<file path="config.mk">
export PLATFORM = sky130hd
export DESIGN_NAME = nmi_src_ctl
export DESIGN_NICKNAME = d
export VERILOG_FILES = /design/src/rtl/nmi_src_pkg.sv /design/src/rtl/nmi_sync.sv /design/src/rtl/nmi_src_latch.sv /design/src/rtl/nmi_src_ctl.sv
export SDC_FILE = /design/constraint.sdc
export NUM_CORES = 1
export LEC_CHECK = 0
export CELL_PAD_IN_SITES_DETAIL_PLACEMENT = 0
export CELL_PAD_IN_SITES_GLOBAL_PLACEMENT = 1
export CORE_AREA = 2 2 47 93
export DETAILED_ROUTE_END_ITERATION = 16
export DIE_AREA = 0 0 49 95
export PLACE_DENSITY = 0.74
export RECOVER_POWER = 100
export SETUP_SLACK_MARGIN = 0.1
export SLEW_MARGIN = 20
export SYNTH_ARGS = -nofsm -noshare
export SYNTH_HDL_FRONTEND = slang
export SYNTH_HIERARCHICAL = 1
export SYNTH_SLANG_ARGS = --single-unit
</file>
<file path="constraint.sdc">
create_clock -name clk -period 6.35 [get_ports clk]
set_input_delay 1.27 -clock clk [delete_from_list [all_inputs] [get_ports clk]]
set_output_delay 1.27 -clock clk [all_outputs]
set_load 0.02 [all_outputs]
</file>
<file path="src/rtl/nmi_src_pkg.sv">
// Package: shared constants and types for the NMI source control block.
// Assumes an 8-bit I/O data bus; the bit order of the control port is
// software-visible and must not be changed.
package nmi_src_pkg;
    localparam int DATA_W    = 8;
    localparam int RTC_IDX_W = DATA_W - 1;
    localparam int NUM_SRC   = 2;
    localparam int SRC_PERR  = 0;
    localparam int SRC_CHK   = 1;

    // Writable low nibble of the control port, bit 3 down to bit 0.
    typedef struct packed {
        logic dis_chk;
        logic dis_perr;
        logic spk_data;
        logic tmr_gate;
    } ctl_t;

    localparam ctl_t CTL_RST = '{dis_chk: 1'b1, dis_perr: 1'b1,
                                 spk_data: 1'b0, tmr_gate: 1'b0};
endpackage

</file>
<file path="src/rtl/nmi_sync.sv">
// Module: multi-bit flip-flop chain that brings asynchronous levels into
// the clk domain. Assumes each bit is an independent slow level, so no
// cross-bit coherence is needed. Resets every stage to 0.
module nmi_sync #(
    parameter int WIDTH  = 1,
    parameter int STAGES = 2
) (
    input  logic             clk,
    input  logic             rst_n,
    input  logic [WIDTH-1:0] d,
    output logic [WIDTH-1:0] q
);
    logic [WIDTH-1:0] chain [STAGES];

    // Shift the input through STAGES registers.
    always_ff @(posedge clk) begin
        if (!rst_n) begin
            for (int i = 0; i < STAGES; i++) chain[i] <= '0;
        end else begin
            chain[0] <= d;
            for (int i = 1; i < STAGES; i++) chain[i] <= chain[i-1];
        end
    end

    assign q = chain[STAGES-1];
endmodule

</file>
<file path="src/rtl/nmi_src_latch.sv">
// Module: sticky status flag for one NMI cause. Assumes src_active is
// already synchronous. dis_next is the disable bit value that the control
// register takes on this edge, so a disabling write clears the flag on
// the same edge that stores the write.
module nmi_src_latch (
    input  logic clk,
    input  logic rst_n,
    input  logic src_active,
    input  logic dis_next,
    output logic status_q
);
    // Set on an active level while enabled; hold; clear while disabled.
    always_ff @(posedge clk) begin
        if (!rst_n) status_q <= 1'b0;
        else        status_q <= !dis_next && (status_q || src_active);
    end
endmodule

</file>
<file path="src/rtl/nmi_src_ctl.sv">
// Module: legacy NMI source control. Decodes the control port and the
// mask port on a simple synchronous I/O bus, latches two NMI causes and
// merges them into nmi_o under the global mask. Assumes refresh_tick is
// synchronous to clk; perr_in, chk_n_in and spk_cnt_in may be asynchronous.
module nmi_src_ctl
    import nmi_src_pkg::*;
#(
    parameter int                ADDR_W      = 16,
    parameter logic [ADDR_W-1:0] CTL_PORT    = 'h61,
    parameter logic [ADDR_W-1:0] MSK_PORT    = 'h70,
    parameter int                SYNC_STAGES = 2
) (
    input  logic                 clk,
    input  logic                 rst_n,
    input  logic [ADDR_W-1:0]    io_addr,
    input  logic                 io_wr,
    input  logic [DATA_W-1:0]    io_wdata,
    output logic [DATA_W-1:0]    io_rdata,
    input  logic                 perr_in,
    input  logic                 chk_n_in,
    input  logic                 spk_cnt_in,
    input  logic                 refresh_tick,
    output logic                 spk_data_o,
    output logic                 tmr_gate_o,
    output logic [RTC_IDX_W-1:0] rtc_idx_o,
    output logic                 nmi_o
);
    localparam int SYNC_W = NUM_SRC + 1;

    ctl_t                 ctl_q, ctl_d;
    logic                 mask_q;
    logic [RTC_IDX_W-1:0] idx_q;
    logic                 refr_q;
    logic [SYNC_W-1:0]    sync_out;
    logic [NUM_SRC-1:0]   src_active;
    logic [NUM_SRC-1:0]   dis_next;
    logic [NUM_SRC-1:0]   st_q;
    logic                 spk_sync;
    logic                 wr_ctl, wr_msk;
    logic                 unused_wdata_hi;

    assign wr_ctl = io_wr && (io_addr == CTL_PORT);
    assign wr_msk = io_wr && (io_addr == MSK_PORT);
    assign unused_wdata_hi = ^io_wdata[DATA_W-1:4];

    // Next value of the writable control nibble.
    always_comb begin
        ctl_d = ctl_q;
        if (wr_ctl) ctl_d = ctl_t'(io_wdata[3:0]);
    end

    // Control nibble register.
    always_ff @(posedge clk) begin
        if (!rst_n) ctl_q <= CTL_RST;
        else        ctl_q <= ctl_d;
    end

    // Mask bit and RTC index pass-through register.
    always_ff @(posedge clk) begin
        if (!rst_n) begin
            mask_q <= 1'b1;
            idx_q  <= '0;
        end else if (wr_msk) begin
            mask_q <= io_wdata[DATA_W-1];
            idx_q  <= io_wdata[RTC_IDX_W-1:0];
        end
    end

    // Refresh indicator flips once per refresh event.
    always_ff @(posedge clk) begin
        if (!rst_n)            refr_q <= 1'b0;
        else if (refresh_tick) refr_q <= !refr_q;
    end

    nmi_sync #(.WIDTH(SYNC_W), .STAGES(SYNC_STAGES)) u_sync (
        .clk   (clk),
        .rst_n (rst_n),
        .d     ({spk_cnt_in, !chk_n_in, perr_in}),
        .q     (sync_out)
    );

    assign spk_sync                = sync_out[NUM_SRC];
    assign src_active              = sync_out[NUM_SRC-1:0];
    assign dis_next[SRC_PERR]      = ctl_d.dis_perr;
    assign dis_next[SRC_CHK]       = ctl_d.dis_chk;

    for (genvar g = 0; g < NUM_SRC; g++) begin : g_src
        nmi_src_latch u_latch (
            .clk        (clk),
            .rst_n      (rst_n),
            .src_active (src_active[g]),
            .dis_next   (dis_next[g]),
            .status_q   (st_q[g])
        );
    end

    // Merge latched causes under the global mask.
    always_comb nmi_o = (|st_q) && !mask_q;

    // Read multiplexer for both ports.
    always_comb begin
        if (io_addr == CTL_PORT)
            io_rdata = {st_q[SRC_PERR], st_q[SRC_CHK], spk_sync, refr_q, ctl_q};
        else if (io_addr == MSK_PORT)
            io_rdata = {mask_q, idx_q};
        else
            io_rdata = '0;
    end

    assign spk_data_o = ctl_q.spk_data;
    assign tmr_gate_o = ctl_q.tmr_gate;
    assign rtc_idx_o  = idx_q;
endmodule

</file>
# After elaboration in Yosys (flattened, before gate mapping)
# Memory sizes are Yosys's and may differ from the RTL's.
# Index checks and enable logic that the tools add are counted.
# W data, S select, Z words.
[classes]
add_sub_neg = 0
n_mul = 0
div_mod_pow = 0
magnitude_cmp = 0
n_eq_ne = 2
n_shift = 0
mux = 7
bitwise = 2
reduce_logical = 13
[op_table]
columns = ["operator", "n"]
rows = [
  ["$eq A16 B7 Y1 const B", 2],
  ["$mux W8", 2],
  ["$mux W3", 2],
  ["$logic_and A1 B1 Y1", 5],
  ["$logic_not A1 Y1", 5],
  ["$mux W4", 1],
  ["$logic_or A1 B1 Y1", 2],
  ["$mux W1", 2],
  ["$or A1 B1 Y1", 2],
  ["$reduce_or A2 Y1", 1],
]
[totals]
ff_bits = 15
latchBits = 0
ram_bits = 6
rom_bits = 0
in_bits = 31
out_inout_bits = 18
elab_cells = 34
mem_count = 1
[mem_list]
columns = ["memory", "words", "word_bits", "rd", "rd_ports_with_merged_regs", "wr", "line_no", "rtl"]
rows = [
  ["u_sync.chain", 2, 3, 2, 0, 2, "nmi_sync.sv:13", "logic [WIDTH-1:0] chain [STAGES];"],
]

# Longest topological paths before layout
[logic_depth]
ltp_word = 5
ltp_mapped = 6

# By module
# The synthesis kept the hierarchy.
[modules_own_cells]
columns = ["module", "instances", "cells_each", "area_each_um2"]
rows = [
  ["nmi_src_ctl", 1, 80, 698.2],
  ["nmi_sync", 1, 15, 180.2],
  ["nmi_src_latch", 2, 3, 36.3],
]

# Worst setup path after synthesis
# Ideal clock, no wire load.
[synth_path]
path_kind = "input to output"
start = "input io_addr[15]"
end = "output io_rdata[0]"
arrival_time_ns = 2.636
slack_ns = 2.444
stages = 4
cell_sequence = "or4_4 -> nor4_4 -> buf_6 -> a22o_1"
[synth_between]
elab_chain_len = 3
[synth_rtl]
columns = ["item", "line_no", "rtl"]
rows = [
  ["start: declaration", "nmi_src_ctl.sv:15", "input logic [ADDR_W-1:0] io_addr,"],
  ["$eq A16 B7 Y1", "nmi_src_ctl.sv:104", "else if (io_addr == MSK_PORT)"],
  ["$mux W8", "nmi_src_ctl.sv:104", ""],
  ["$mux W8 (*)", "nmi_src_ctl.sv:102", "if (io_addr == CTL_PORT)"],
  ["end: declaration", "nmi_src_ctl.sv:18", "output logic [DATA_W-1:0] io_rdata,"],
]
# Every way passes the cells marked *; elsewhere a longest branch is shown, timed or not.

# Final worst setup path
# Ends and elaborated chain as after synthesis.

==> impl_metrics.toml <==
[run_status]
outcome = "finished, final reports clean"

[cells_and_area]
nets = 178
final_cell_mix = "28 x clkdlybuf4s50_1, 21 x dfxtp_1, 20 x dlygate4sd3_1"
n_antenna_cell = 0
n_fill_cell = 433
multi_input_area_um2 = 450
seq_area_um2 = 420
final_cell_count_no_fill = 198
mostFrequentLayoutCell = "clkdlybuf4s50_1"
final_area_um2 = 1480
layout-area-overhead-vs-synth_pct = 55.7
drive_gt1_frac = 0.0616

[synthesis]
synth_area_per_cell_um2 = 9.41
synthCells = 101
syn_nets = 132
yosysSeqAreaShare = 0.442
synth.distinct_cells = 26
yosys_register_bits = 21
netlist_area_um2 = 951
yosys_warnings = 6

[timing]
slew_viol_final = 0
worst-slew-pin-transition_ns = 0.910
setup_tns_ns = 0
slew_headroom = 0.391
fin_crit_sh = 0.863
period_needed_ns = 5.48
setup_violations = 0
hold_viol_final = 0
fin_skew_ns = 0.000359
rsz0062_at_grt = "false"
max_freq_mhz = 182

[place]
post-place-cells = 194
io_buffers = 48
place_congestion = 0.719
hpwl_um = 1730
post_dp_cell_area_um2 = 1460

[worst_setup_path]
path_cells = "dlygate4sd3_1, or4_1, nor4_1, clkbuf_1, a22o_1, dlygate4sd3_1"
cp-start-kind = "input pin"
worstPathArrival_ns = 4.21
crit_fanout = 9
end_kind = "output pin"
critical_path_class = "input pin to output pin"
cp_slowest_cell = "dlygate4sd3_1"
cp.required_ns = 5.08
critPathMostFrequentCell = "dlygate4sd3_1"
max_stage_delay_ns = 0.68

[clock_network]
cts_root_buf = "clkbuf_8"
hold_buffers = 0
clockBufferDepth = 2
post_cts_buffers = 0
clk_pin_slew_ns = 0.08
cts_resized = 0
numCtsBuffers = 3
tritoncts = "yes"
htree_num_levels = 1
clk_latency_ns = 0.26
clock-sinks = 21

[power_and_ir_drop]
vdd_drop_max_uv = 67.6
p_leak_nw = 0.600
power.density_nw_per_um2 = 168

[floorplan]
row_count = 33
ios = 49
start_util = 0.237
die_w_um = 49
die_h_um = 95
coreArea_um2 = 4010
die_area_um2 = 4660

[route]
drt-total-wl_um = 2220
vias_per_cell = 4.55
detail-route-antenna-nets = 0
drc_errors = 0
vias = 900
post_drt_wl_per_cell_um = 11.2
first_iter_violations = 22
dr.pass1.iters = 4

[global_route]
globalRoute.busiestLayer = "met2"
use_met3 = 0.0237
antenna_found_initial = 0
met2_usage = 0.164
grt_overflow = 0
grt_max_degree = 30
grt_use_met1 = 0.130
first_global_vias = 850
grt_first_pass_wirelength_um = 3770
grt_usage = 0.102

[hold_path]
hold_class = "flop to flop"

[run]
cap_violations = 0
==> layer usage <==
layer / part of all wire / vias up
li1: - / 448
met1: 0.44 / 405
met2: 0.47 / 45
met3: 0.081 / 2
met4: 0.0095 / 0
met5: 0 / -
==> sequential cells by signal, indices dropped and copies added, names as in the netlist <==
register and cells:
tmr_gate_o 1, spk_data_o 1, g_src.u_latch/status_q 2, refr_q 1
u_sync/chain 6, rtc_idx_o 7, ctl_q 2, mask_q 1
==> logic make-up (layout without fill, tap and decap cells) <==
| family | Yosys count | in the layout | share of synthesized area |
|---|---|---|---|
| AND/OR/NAND/NOR | 47 | 47 | 0.307 |
| flip-flops | 21 | 21 | 0.442 |
| AO/OA/AOI/OAI | 17 | 17 | 0.130 |
| buffers and inverters | 11 | 56 | 0.0697 |
| multiplexers | 4 | 4 | 0.0421 |
| XOR/XNOR | 1 | 1 | 0.00921 |
==> worst paths after layout <==
| kind | from | to | slack [ns] | cells past startpoint |
|---|---|---|---|---|
| min reg2reg | u_sync/chain[0][1] | u_sync/chain[0][4] | 0.43 | 1 |
| min | u_sync/chain[0][1] | u_sync/chain[0][4] | 0.43 | 1 |
| max | io_addr[15] | io_rdata[0] | 0.87 | 6 |
| max reg2reg | mask_q | mask_q | 5.53 | 3 |
==> metrics by stage <==
step	hold slack, ns	setup WS [ns]	utilization	power (mW)
floorplan	0.406	2.44	-	0.146
global placement	0.412	1.24	0.363	0.166
detailed placement	0.414	1.22	0.363	0.166
CTS	0.434	1.22	0.376	0.255
global route	0.457	0.685	0.370	0.261
finish	0.431	0.870	0.370	0.249
==> cell usage after synthesis <==
cell type,count,area share
or4_4,3,0.036
o21ai_2,2,0.018
nand3_1,4,0.021
and2_1,7,0.046
xor2_1,1,0.0092
nor4_1,1,0.0066
mux2i_1,4,0.042
buf_6,1,0.012
nor3b_2,2,0.026
clkbuf_1,1,0.0039
o21ai_0,5,0.026
nand2b_1,1,0.0066
dfxtp_1,21,0.44
nand2_1,15,0.059
or4_1,1,0.0079
buf_2,2,0.011
and2_2,1,0.0079
a22o_1,8,0.074
nor2_1,4,0.016
a31oi_1,1,0.0066
nand4b_1,2,0.018
inv_1,3,0.012
a21oi_1,1,0.0053
nor4_4,1,0.022
nand4_1,5,0.033
buf_4,4,0.032
==> layout make-up <==
class | count | share of cell area
Clock buffer | 3 | 0.0279
Timing Repair Buffer | 49 | 0.327
Multi-Input combinational cell | 69 | 0.304
Inverter | 3 | 0.00761
Clock inverter | 1 | 0.00507
Sequential cell | 21 | 0.284
Tap cell | 52 | 0.0440
==> critical path, delay by kind of cell <==
| family | cells | cell delay (ns) |
|---|---|---|
| AND/OR/NAND/NOR | 2 | 1.12 |
| buffers and inverters | 3 | 1.61 |
| AO/OA/AOI/OAI | 1 | 0.21 |
==> power breakdown <==
group / total (mW) / internal, mW / switching (mW)
logic: 0.0273 / 0.0187 / 0.00858
clock network: 0.0872 / 0.0442 / 0.0430
registers: 0.135 / 0.134 / 0.000755
Note: power is estimated with default switching activity, not from simulation.
